--- src/rtl/rcr_pkg.sv ---
package rcr_pkg;
  localparam int RCR_W = 8;

  localparam int B_PRIO = 7;
  localparam int B_LWR  = 6;
  localparam int B_GAP  = 5;
  localparam int B_RI   = 4;
  localparam int B_TO   = 3;
  localparam int B_PD   = 2;
  localparam int B_POR  = 1;
  localparam int B_BOR  = 0;

  localparam logic [RCR_W-1:0] RCR_RST_VAL = 8'h1C;
  localparam logic [RCR_W-1:0] RCR_WR_MASK = ~(RCR_W'(1) << B_GAP);

  typedef struct packed {
    logic bor;
    logic mclr;
    logic rinst;
    logic wdt_to;
    logic wdt_clr;
    logic sleep;
  } rcr_evt_t;
endpackage

--- src/rtl/rcr_rst_sync.sv ---
module rcr_rst_sync #(
  parameter int STAGES = 2
) (
  input  logic clk,
  input  logic arst_n,
  output logic rst_n_o
);
  logic [STAGES-1:0] chain_q;
  logic [STAGES-1:0] chain_d;

  always_comb begin
    chain_d = {chain_q[STAGES-2:0], 1'b1};
  end

  always_ff @(posedge clk or negedge arst_n) begin
    if (!arst_n) chain_q <= '0;
    else         chain_q <= chain_d;
  end

  assign rst_n_o = chain_q[STAGES-1];
endmodule

--- src/rtl/rcr_evt_decode.sv ---
module rcr_evt_decode
  import rcr_pkg::*;
(
  input  rcr_evt_t         ev,
  output logic [RCR_W-1:0] hw_set,
  output logic [RCR_W-1:0] hw_clr
);
  logic any_reset;

  always_comb begin
    any_reset = ev.bor | ev.mclr | ev.rinst | ev.wdt_to;
    hw_set = '0;
    hw_clr = '0;
    // priority enable drops on every non-power-on reset
    hw_clr[B_PRIO] = any_reset;
    // long-write enable survives all resets but master clear
    hw_clr[B_LWR]  = ev.mclr;
    hw_clr[B_RI]   = ev.rinst;
    hw_set[B_TO]   = ev.wdt_clr | ev.sleep;
    hw_clr[B_TO]   = ev.wdt_to;
    hw_set[B_PD]   = ev.wdt_clr;
    hw_clr[B_PD]   = ev.sleep;
    hw_clr[B_BOR]  = ev.bor;
  end
endmodule

--- src/rtl/rcr_flag_cell.sv ---
module rcr_flag_cell #(
  parameter logic RST_VAL = 1'b0
) (
  input  logic clk,
  input  logic rst_n,
  input  logic hw_set,
  input  logic hw_clr,
  input  logic sw_we,
  input  logic sw_d,
  output logic q
);
  logic ce;
  logic d;

  // clear over set over software write
  always_comb begin
    ce = hw_clr | hw_set | sw_we;
    if (hw_clr)      d = 1'b0;
    else if (hw_set) d = 1'b1;
    else             d = sw_d;
  end

  always_ff @(posedge clk or negedge rst_n) begin
    if (!rst_n)  q <= RST_VAL;
    else if (ce) q <= d;
  end
endmodule

--- src/rtl/rcr_wr_gate.sv ---
module rcr_wr_gate (
  input  logic lwr_bit,
  input  logic hv_prog,
  input  logic tbl_wr_req,
  input  logic tbl_wr_ext,
  output logic allow
);
  always_comb begin
    allow = lwr_bit & hv_prog & tbl_wr_req & ~tbl_wr_ext;
  end
endmodule

--- src/rtl/rst_cause_reg.sv ---
module rst_cause_reg
  import rcr_pkg::*;
#(
  parameter int SYNC_STAGES = 2
) (
  input  logic             clk,
  input  logic             por_n,
  input  logic             bor_evt,
  input  logic             mclr_evt,
  input  logic             rinst_evt,
  input  logic             wdt_to_evt,
  input  logic             wdt_clr_evt,
  input  logic             sleep_evt,
  input  logic             sw_we,
  input  logic [RCR_W-1:0] sw_wdata,
  input  logic             hv_prog,
  input  logic             tbl_wr_req,
  input  logic             tbl_wr_ext,
  output logic [RCR_W-1:0] rd_data,
  output logic             prio_en,
  output logic             int_wr_en
);
  logic             rst_q_n;
  rcr_evt_t         ev;
  logic [RCR_W-1:0] hw_set;
  logic [RCR_W-1:0] hw_clr;
  logic [RCR_W-1:0] bit_we;
  logic [RCR_W-1:0] q;

  rcr_rst_sync #(.STAGES(SYNC_STAGES)) u_sync (
    .clk     (clk),
    .arst_n  (por_n),
    .rst_n_o (rst_q_n)
  );

  always_comb begin
    ev.bor     = bor_evt;
    ev.mclr    = mclr_evt;
    ev.rinst   = rinst_evt;
    ev.wdt_to  = wdt_to_evt;
    ev.wdt_clr = wdt_clr_evt;
    ev.sleep   = sleep_evt;
    bit_we     = {RCR_W{sw_we}} & RCR_WR_MASK;
  end

  rcr_evt_decode u_dec (
    .ev     (ev),
    .hw_set (hw_set),
    .hw_clr (hw_clr)
  );

  for (genvar i = 0; i < RCR_W; i++) begin : g_bit
    rcr_flag_cell #(.RST_VAL(RCR_RST_VAL[i])) u_cell (
      .clk    (clk),
      .rst_n  (rst_q_n),
      .hw_set (hw_set[i]),
      .hw_clr (hw_clr[i]),
      .sw_we  (bit_we[i]),
      .sw_d   (sw_wdata[i]),
      .q      (q[i])
    );
  end

  rcr_wr_gate u_gate (
    .lwr_bit    (q[B_LWR]),
    .hv_prog    (hv_prog),
    .tbl_wr_req (tbl_wr_req),
    .tbl_wr_ext (tbl_wr_ext),
    .allow      (int_wr_en)
  );

  assign rd_data = q;
  assign prio_en = q[B_PRIO];
endmodule

--- config.mk ---
export PLATFORM = sky130hd
export DESIGN_NAME = rst_cause_reg
export DESIGN_NICKNAME = d
export VERILOG_FILES = /design/src/rtl/rcr_pkg.sv /design/src/rtl/rcr_rst_sync.sv /design/src/rtl/rcr_evt_decode.sv /design/src/rtl/rcr_flag_cell.sv /design/src/rtl/rcr_wr_gate.sv /design/src/rtl/rst_cause_reg.sv
export SDC_FILE = /design/constraint.sdc
export NUM_CORES = 1
export LEC_CHECK = 0
export BUFFER_PORTS_ARGS = -buffer_cell sky130_fd_sc_hd__buf_2
export CORE_AREA = 3 3 40 42
export DETAILED_ROUTE_END_ITERATION = 10
export DIE_AREA = 0 0 43 45
export SLEW_MARGIN = 10
export SYNTH_ARGS = -nofsm -noshare
export SYNTH_HDL_FRONTEND = slang
export SYNTH_SLANG_ARGS = --single-unit
--- constraint.sdc ---
create_clock -name clk -period 1 [get_ports clk]
set_clock_uncertainty 0.05 [all_clocks]
set_input_delay 0.2 -clock clk [delete_from_list [all_inputs] [get_ports clk]]
set_output_delay 0.2 -clock clk [all_outputs]
set_load 0.01 [all_outputs]
==> summary.txt, run 1 <==
number of buffer cells added on primary ports - 27
arrival time at the worst endpoint - 920 ps
number of nets produced by synthesis - 57
half-perimeter wire length of the detailed placement result - 660 um
Synth warnings - 0
die footprint - 1940 sq um
initial detailed-routing violation count - 5
distinct cell type count after synthesis - 12
simple-gate portion of the synthesized area - 8.58%
cell area after synthesis - 423 sq um
share of the synthesized netlist area taken by xor and xnor gates - 0%
global-route wire length before repair - 1190 um
fraction of final layout cells with drive strength greater than 1 - 58.7%
maximum count of clock buffers along a single path - 2
via count - 329
mean post-synth cell area - 11.4 sq um
synthesized instance count - 37
final-report setup violation count - 9
initial antenna violation count - 0
detailed route wirelength on metal2 - 389 um
Die W - 43 um
Worst Hold Margin - 17.7 ps
total DRC errors in the routed layout - 0
TritonCTS clock tree - built
final critical-path required period - 1170 ps
worst min-delay path category - in2reg
final wirelength - 781 um
multiplexer share of the synthesized area - 16.9%
Crit Path Class - reg2out
final setup slack of the worst path - -170 ps
Adder-Cell Fraction of Synth Area - 0%
achievable clock frequency - 0.855 GHz
worst setup slack after placement - -51.4 ps
clock latency reported for the late side of the worst-skew pair - 250 ps
routed length per instance - 10.0 um
leakage power total - 0.000331 uW
I/O pin count - 30
number of levels in the clock H-tree - 1
gr usage total - 8.61%
utilization after layout - 46.3%
number of buffers inserted during clock tree synthesis - 3
clk root buf - clkbuf_4
First-pass DRT Iterations - 2
final cycle utilization of the critical path - 117%
complex-gate fraction of the synthesized area - 2.37%
part of the Yosys area used for sequential elements - 54.1%
number of global-route vias before repair - 294
number of max-slew violations in the final report - 0
final hold violations - 0
total global routing overflow - 0
overall die height - 45 um
number of nets in the layout - 84
largest net degree at the start of global routing - 8
floorplan row count - 13
clock slew at the register clock pins of the worst setup and hold paths - 60 ps
Area Overhead vs Synth - 40.8%
CORE AREA - 1280 sq um
# diodes - 0
maximum fanout encountered on the critical timing path - 2
failing checks - setup timing
Cell Pwr Density - 1360 nW/um^2
CP required - 750 ps
combinational family with the most area after synthesis - multiplexers
max-capacitance violation count - 0
Total Neg Setup Slack - -756 ps
Metal-1 WL - 295 um
type of element launching the critical path - flip-flop
number of storage elements in the synthesis netlist - 9
maximum resistive drop on vdd - 0.663 mV
effective utilization at floorplan - 32.9%
critical path endpoint category - output port
clock net sink count - 9
routability cong. - 0.626
Vias/cell - 4.22
met3 layer wire length in the routed design - 96 um
result of the run - finished, violations left
Highest Signal Layer - met3
RSZ-0062 raised after global routing - yes
Post-DRT Antenna Nets - 0
==> timing repair <==
| action | 4_1_cts | 5_1_grt |
|---|---|---|
| gates cloned | 0 | 0 |
| endpoints found under the setup margin | 9 | 9 |
| pin swaps | 1 | 0 |
| hold buffers | 1 | 0 |
| endpoints found under the hold margin | 2 | 0 |
| setup buffers | 1 | 0 |
| resized for setup | 4 | 0 |
==> routing by layer <==
metal / GRT usage, % / up-vias
li1: - / 166
met2: 12.3 / 17
met4: 5.42 / 0
met5: 0 / -
met3: 3.19 / 0
met1: 11.0 / 146
==> path summary, 6_finish.rpt <==
check,from,end,slack (ps),cells after the start
max,g_bit[6].u_cell.q,int_wr_en,-170,2
min,sleep_evt,g_bit[2].u_cell.q,20,2
max reg2reg,g_bit[3].u_cell.q,g_bit[3].u_cell.q,140,2
min reg2reg,u_sync.chain_q[1],g_bit[1].u_cell.q,60,0
max in group asynchronous,u_sync.chain_q[1],g_bit[4].u_cell.q,570,0
min in group asynchronous,u_sync.chain_q[1],g_bit[1].u_cell.q,60,0
==> metrics by stage <==
step	cell area, sq um	cells	power (uW)
after floorplan	423	37	482
after detailed placement	527	72	523
after global placement	527	72	520
after CTS	596	78	821
after global routing	596	78	850
final	596	78	808
==> critical path: stages (launching register included) <==
cell	delay, ps
dfrtp_1	370
and4b_1	170
buf_2	130
==> cell usage after synthesis <==
cell type | count | share of area (%)
a21oi_1 | 2 | 2.4
and4b_1 | 1 | 2.4
nor2_1 | 5 | 4.4
inv_1 | 1 | 0.89
or4_1 | 1 | 1.8
mux2i_1 | 6 | 14
dfrtp_1 | 6 | 36
conb_1 | 2 | 1.8
mux2_2 | 1 | 2.7
buf_2 | 1 | 1.2
dfstp_2 | 3 | 19
buf_4 | 8 | 14
==> flip-flops by register name, indices dropped and copies added (netlist names) <==
signal	flops
g_bit.u_cell.q	7
u_sync.chain_q	2
==> cell families (layout without fill, tap and decap cells) <==
group | Yosys count | in the layout
buf+inv | 10 | 36
flops | 9 | 9
mux | 7 | 7
simple gates | 7 | 7
other cells | 2 | 2
compound gates | 2 | 2
==> where the power goes <==
group	leakage [uW]	internal, uW	switching [uW]
clock network	0.0000150	153	120
registers	0.000107	391	14.4
logic	0.000209	78.1	49.9
total	0.000331	623	185
==> layout make-up <==
cell class	instances	area (sq um)
fill	130	689
sequential	9	229
timing repair buffer	31	193
multi-input combinational	18	125
clock buffer	4	26.3
tap	15	18.8
inverter	1	3.75
==> layout by cell type (no fill, tap or decap), drive strengths merged <==
| cell type | netlist | routed |
|---|---|---|
| buf | 9 | 30 |
| mux2 | 1 | 1 |
| inv | 1 | 1 |
| nor2 | 5 | 5 |
| mux2i | 6 | 6 |
| dfrtp | 6 | 6 |
| dlygate4sd3 | 0 | 1 |
| or4 | 1 | 1 |
| clkbuf | 0 | 4 |
| and4b | 1 | 1 |
| a21oi | 2 | 2 |
| conb | 2 | 2 |
| dfstp | 3 | 3 |
No activity file was read; power rests on OpenSTA's default activity.
==> run 2, diff against run 1 <==
--- a/config.mk
+++ b/config.mk
@@ -9,6 +9,7 @@
 export CORE_AREA = 3 3 40 42
 export DETAILED_ROUTE_END_ITERATION = 10
 export DIE_AREA = 0 0 43 45
+export PLACE_DENSITY = 0.67
 export SLEW_MARGIN = 10
 export SYNTH_ARGS = -nofsm -noshare
 export SYNTH_HDL_FRONTEND = slang
==> run 2 against run 1 <==
Effect of this change:
- largest power group unchanged
- routed wire length grew 2.2%
- critical path depth stayed put
- die area stayed put
- hold slack got worse by 0.52 ps
- setup slack worse by 1.0 ps
- the run still ends with setup timing left
==> summary.txt, run 2 (synthesis results as in run 1) <==
Post-DRT Antenna Nets - 0 (unchanged)
largest register by flop count - g_bit.u_cell.q (unchanged)
clk root buf - clkbuf_4 (unchanged)
gr usage total - 10.6% (was 8.61%)
routed length per instance - 10.4 um (was 10.0 um)
clock net sink count - 9 (unchanged)
largest net degree at the start of global routing - 8 (unchanged)
leading cell type in the layout, fill and taps excluded - buf_2 (unchanged)
commonest cells after routing, fill and taps aside - buf_2, mux2i_1, dfrtp_1 (unchanged)
via count - 329 (unchanged)
worst min-delay path category - in2reg (unchanged)
final setup slack of the worst path - -171 ps (was -170 ps)
achievable clock frequency - 0.854 GHz (was 0.855 GHz)
total DRC errors in the routed layout - 0 (unchanged)
number of buffer cells added on primary ports - 27 (unchanged)
final cycle utilization of the critical path - 117% (about the same)
total global routing overflow - 0 (unchanged)
clock latency reported for the late side of the worst-skew pair - 250 ps (about the same)
fillers - 124 (was 130)
Crit Path Class - reg2out (unchanged)
CP required - 750 ps (about the same)
number of flip-flops in the largest register - 7 (unchanged)
maximum fanout encountered on the critical timing path - 2 (unchanged)
maximum count of clock buffers along a single path - 2 (unchanged)
number of nets in the layout - 83 (was 84)
failing checks - setup timing (unchanged)
leakage power total - 0.000327 uW (was 0.000331 uW)
Vias/cell - 4.27 (was 4.22)
routability cong. - 0.765 (was 0.626)
# diodes - 0 (unchanged)
final critical-path required period - 1170 ps (about the same)
biggest registers after layout - g_bit.u_cell.q x7, u_sync.chain_q x2 (unchanged)
global-route wire length before repair - 1410 um (was 1190 um)
critical path endpoint category - output port (unchanged)
combined area of the multi-input logic cells - 125 sq um (unchanged)
maximum resistive drop on vdd - 0.948 mV (was 0.663 mV)
final hold violations - 0 (unchanged)
First-pass DRT Iterations - 1 (was 2)
Cell Pwr Density - 1370 nW/um^2 (was 1360 nW/um^2)
effective utilization at floorplan - 32.9% (unchanged)
utilization after layout - 45.8% (was 46.3%)
arrival time at the worst endpoint - 920 ps (about the same)
final cell count without fillers - 77 (was 78)
half-perimeter wire length of the detailed placement result - 639 um (was 660 um)
final wirelength - 798 um (was 781 um)
fraction of final layout cells with drive strength greater than 1 - 58.1% (was 58.7%)
TritonCTS clock tree - built (unchanged)
type of element launching the critical path - flip-flop (unchanged)
result of the run - finished, violations left (unchanged)
initial detailed-routing violation count - 0 (was 5)
clock slew at the register clock pins of the worst setup and hold paths - 60 ps (about the same)
number of global-route vias before repair - 322 (was 294)
total placed cells including tap cells - 70 (was 72)
floorplan row count - 13 (unchanged)
Worst Hold Margin - 17.2 ps (was 17.7 ps)
CORE AREA - 1280 sq um (unchanged)
max-capacitance violation count - 0 (unchanged)
final-report setup violation count - 9 (unchanged)
number of buffers inserted during clock tree synthesis - 3 (unchanged)
RSZ-0062 raised after global routing - yes (unchanged)
initial antenna violation count - 0 (unchanged)
sequential standard cell area - 229 sq um (unchanged)
Area Overhead vs Synth - 39.1% (was 40.8%)
overall die height - 45 um (unchanged)
number of max-slew violations in the final report - 0 (unchanged)
Die W - 43 um (unchanged)
I/O pin count - 30 (unchanged)
die footprint - 1940 sq um (unchanged)
number of levels in the clock H-tree - 1 (unchanged)
## run 2: layout make-up
class | instances | area share (%)
clock buffers | 4 | 4.47
multi-input cells | 18 | 21.3
repair buffers | 30 | 31.5
well taps | 15 | 3.19
flip-flops and latches | 9 | 38.9
inverters | 1 | 0.638
## run 2: worst max-delay path, cell delays in order (launching register included)
cell,delay (ps)
dfrtp_1,370
and4b_1,160
buf_2,130
## run 2: final timing paths
check / startpoint / end / slack (ps) / cells after the start
worst min register to register: u_sync.chain_q[1] / g_bit[7].u_cell.q / 60 / 0
worst max register to register: g_bit[3].u_cell.q / g_bit[3].u_cell.q / 120 / 2
max in group asynchronous: u_sync.chain_q[1] / g_bit[2].u_cell.q / 570 / 0
worst max-delay path: g_bit[6].u_cell.q / int_wr_en / -170 / 2
worst min-delay path: sleep_evt / g_bit[2].u_cell.q / 20 / 2
min in group asynchronous: u_sync.chain_q[1] / g_bit[7].u_cell.q / 60 / 0
## run 2: metrics by stage
stage,area [sq um],setup WS [ps],total power (uW),TNS (ps)
floorplan,423,80.4,482,0
global placement,512,-35.2,514,-35.2
detailed placement,512,-69.5,517,-69.5
CTS,588,-185,824,-938
global route,588,-208,867,-1160
finish,588,-171,807,-835
## run 2: routing by layer
metal	global-route usage, %	wire (um)
met5	0	0
met4	5.42	10
met3	6.77	132
met2	14.1	332
met1	13.1	322
## run 2: power breakdown
group | total, uW | switching [uW] | internal (uW)
sequential | 407 | 15.4 | 392
clock | 275 | 122 | 153
combinational | 125 | 48.9 | 75.7
total | 807 | 186 | 621
## run 2: timing repair
| action | CTS | global route |
|---|---|---|
| pin swaps | 1 | 0 |
| gates resized for setup | 4 | 0 |
| hold buffers | 1 | 0 |
| hold endpoints to repair | 2 | 0 |
| endpoints found under the setup margin | 9 | 9 |
| setup buffers | 2 | 0 |
==> run 3, diff against run 2 <==
--- a/config.mk
+++ b/config.mk
@@ -6,11 +6,12 @@
 export NUM_CORES = 1
 export LEC_CHECK = 0
 export BUFFER_PORTS_ARGS = -buffer_cell sky130_fd_sc_hd__buf_2
-export CORE_AREA = 3 3 40 42
+export CORE_MARGIN = 3
+export CORE_UTILIZATION = 40
 export DETAILED_ROUTE_END_ITERATION = 10
-export DIE_AREA = 0 0 43 45
-export PLACE_DENSITY = 0.67
-export SLEW_MARGIN = 10
+export MAX_ROUTING_LAYER = met4
+export PLACE_DENSITY = 0.75
 export SYNTH_ARGS = -nofsm -noshare
 export SYNTH_HDL_FRONTEND = slang
+export SYNTH_HIERARCHICAL = 1
 export SYNTH_SLANG_ARGS = --single-unit
==> run 3 against run 2 <==
Effect of this change:
- the flow still finishes with violations (setup timing)
- utilization is 14 points higher
- routed wire length is 34% higher
- hold slack worse by 3.8 ps
- global-route usage is 3.4 points higher
- count of clock-buffer cells in the layout stayed put
- clock power is 4% higher
- critical endpoint unchanged
- largest cell class unchanged
- highest routed layer unchanged
==> summary.txt, run 3 <==
largest delay contributor family on the critical path - flip-flops (unchanged)
worst hold path depth - 2 (unchanged)
Vias/cell - 4.38 (was 4.27)
gr usage total - 13.9% (was 10.6%)
Most used DFF post-synth - dfrtp_1 (unchanged)
sum of internal, switching and leakage power - 902 uW (was 807 uW)
final hold violations - 0 (unchanged)
most used standard cells in the synthesized netlist - buf_4, a21oi_1, inv_1, mux2i_1, dfrtp_1 (was buf_4, dfrtp_1, mux2i_1)
total global routing overflow - 0 (unchanged)
critical path endpoint category - output port (unchanged)
maximum fanout encountered on the critical timing path - 2 (unchanged)
Die W - 43.4 um (was 43 um)
effective utilization at floorplan - 46.6% (was 32.9%)
fraction of synthesized cell area taken by the top area cell type - 31.3% (was 35.5%)
max-capacitance violation count - 0 (unchanged)
fraction of final layout cells with drive strength greater than 1 - 48.8% (was 58.1%)
worst min-delay path category - in2reg (unchanged)
biggest registers after layout - g_bit.u_cell/q x8, u_sync/chain_q x2 (was g_bit.u_cell.q x7, u_sync.chain_q x2)
number of synthesized flops with an enable pin - 0 (unchanged)
clk root buf - clkbuf_4 (unchanged)
final wirelength - 1070 um (was 798 um)
achievable clock frequency - 0.845 GHz (was 0.854 GHz)
Crit Path Class - reg2out (unchanged)
Post-DRT Antenna Nets - 0 (unchanged)
routability cong. - 0.683 (was 0.765)
Area Overhead vs Synth - 28.6% (was 39.1%)
total DRC errors in the routed layout - 0 (unchanged)
critical path cell sequence - and4b_1 > buf_2 (unchanged)
mean post-synth cell area - 9.99 sq um (was 11.4 sq um)
First-pass DRT Iterations - 4 (was 1)
number of nets in the layout - 105 (was 83)
number of gates on the worst path with buffers counted - 2 (unchanged)
die footprint - 1880 sq um (was 1940 sq um)
number of flip-flops in the largest register - 8 (was 7)
Synth warnings - 6 (was 0)
Buf+Inv Stages, Crit Path - 1 (unchanged)
I/O pin count - 30 (unchanged)
distinct cell type count after synthesis - 10 (was 12)
share of async-settable or async-resettable flops after synthesis - 100% (unchanged)
clock latency reported for the late side of the worst-skew pair - 250 ps (about the same)
part of the Yosys area used for sequential elements - 45.4% (was 54.1%)
Cell Pwr Density - 1250 nW/um^2 (was 1370 nW/um^2)
final setup slack of the worst path - -184 ps (was -171 ps)
initial detailed-routing violation count - 5 (was 0)
CP required - 750 ps (about the same)
result of the run - finished, violations left (unchanged)
half-perimeter wire length of the detailed placement result - 837 um (was 639 um)
initial antenna violation count - 0 (unchanged)
overall die height - 43.4 um (was 45 um)
cell with the biggest individual delay on the critical path - dfrtp_1 (unchanged)
maximum resistive drop on vdd - 0.767 mV (was 0.948 mV)
via count - 429 (was 329)
leading cell type in the layout, fill and taps excluded - buf_2 (unchanged)
type of element launching the critical path - flip-flop (unchanged)
synthesized instance count - 56 (was 37)
number of buffer cells added on primary ports - 29 (was 27)
CORE AREA - 1200 sq um (was 1280 sq um)
clock slew at the register clock pins of the worst setup and hold paths - 70 ps (was 60 ps)
clock net sink count - 10 (was 9)
largest area contributor in the netlist - dfrtp_1 (unchanged)
arrival time at the worst endpoint - 930 ps (was 920 ps)
cell with the most instances after synthesis - buf_4 (unchanged)
number of buffers inserted during clock tree synthesis - 3 (unchanged)
number of max-slew violations in the final report - 0 (unchanged)
# diodes - 0 (unchanged)
number of levels in the clock H-tree - 1 (unchanged)
floorplan row count - 12 (was 13)
fillers - 112 (was 124)
number of global-route vias before repair - 459 (was 322)
leakage power total - 0.000394 uW (was 0.000327 uW)
total non-filler cell area in the finished layout - 719 sq um (was 588 sq um)
largest register by flop count - g_bit.u_cell/q (was g_bit.u_cell.q)
final cycle utilization of the critical path - 118% (was 117%)
number of storage elements in the synthesis netlist - 10 (was 9)
Worst Hold Margin - 13.3 ps (was 17.2 ps)
depth of the worst register-to-register path - 3 (was 2)
routed length per instance - 10.9 um (was 10.4 um)
global-route wire length before repair - 1860 um (was 1410 um)
commonest cells after routing, fill and taps aside - buf_2, conb_1, inv_1 (was buf_2, mux2i_1, dfrtp_1)
failing checks - setup timing (unchanged)
maximum count of clock buffers along a single path - 2 (unchanged)
largest net degree at the start of global routing - 9 (was 8)
utilization after layout - 59.9% (was 45.8%)
final-report setup violation count - 10 (was 9)
final critical-path required period - 1180 ps (was 1170 ps)
standard cell area after detailed placement - 639 sq um (was 512 sq um)
RSZ-0062 raised after global routing - yes (unchanged)
TritonCTS clock tree - built (unchanged)
top post-synthesis cells by area - dfrtp_1, buf_4, mux2i_1 (was dfrtp_1, dfstp_2, mux2i_1)
cell area after synthesis - 559 sq um (was 423 sq um)
max incr delay on CP - 380 ps (was 370 ps)
==> run 3: changes by cell type after synthesis, moves of 2 or more <==
cell     change
inv_1        +7
nor2_1       -5
mux2i_1      +2
buf_4        +8
a21oi_1      +6
==> run 3: kinds of logic after synthesis <==
kind of cell           after synthesis  share of synthesized area (%)
flip-flops                          10                           45.4
multiplexers                         8                           14.3
AND/OR/NAND/NOR                      3                           4.25
other                                3                           2.01
buffers and inverters               24                           26.8
AO/OA/AOI/OAI                        8                           7.16
==> run 3: where the power goes <==
group	switching (uW)	internal, uW
logic	67.3	92.7
clock network	133	154
registers	18.8	437
==> run 3: worst paths after layout <==
kind | slack [ps] | start | end
worst max-delay path | -180 | g_bit[6].u_cell/q | int_wr_en
worst min register to register | 70 | u_sync/chain_q[1] | g_bit[1].u_cell/q
worst min-delay path | 10 | sleep_evt | g_bit[2].u_cell/q
min in group asynchronous | 70 | u_sync/chain_q[1] | g_bit[1].u_cell/q
max in group asynchronous | 530 | u_sync/chain_q[1] | g_bit[2].u_cell/q
worst max register to register | 70 | g_bit[7].u_cell/q | g_bit[7].u_cell/q
==> run 3: cell type report <==
cell class	count	area [sq um]	area share, %
inverters	8	30.0	4.17
well taps	14	17.5	2.43
repair buffers	33	203	28.2
multi-input cells	29	189	26.3
clock buffers	4	26.3	3.65
flip-flops and latches	10	254	35.3
==> run 3: per-stage QoR <==
step           setup WS (ps)  setup TNS, ps  instances
3_5_place_dp           -80.2          -80.2         91
4_1_cts                 -192          -1030         97
5_1_grt                 -204          -1190         98
6_report                -184           -927         98
3_3_place_gp           -54.1          -54.1         91
2_1_floorplan          -43.0          -43.0         63
==> run 3: timing repair <==
item	4_1_cts	5_1_grt
setup endpoints to repair	10	10
gates resized for setup	4	1
hold endpoints to repair	2	0
pin swaps	1	0
setup buffers	1	1
cloned	0	0
hold buffers	1	0
==> run 3: per-layer routing <==
metal / track usage [%] / up-vias / wire [um]
met2: 23.0 / 21 / 578
met4: 9.04 / 0 / 21
met5: - / - / 0
li1: - / 210 / -
met3: 2.49 / 4 / 72
met1: 15.1 / 194 / 395
==> run 3: worst register-to-register path: stages, from the launching register on <==
cell	delay, ps
dfrtp_1	400
buf_4	140
mux2i_2	160
a21oi_2	70
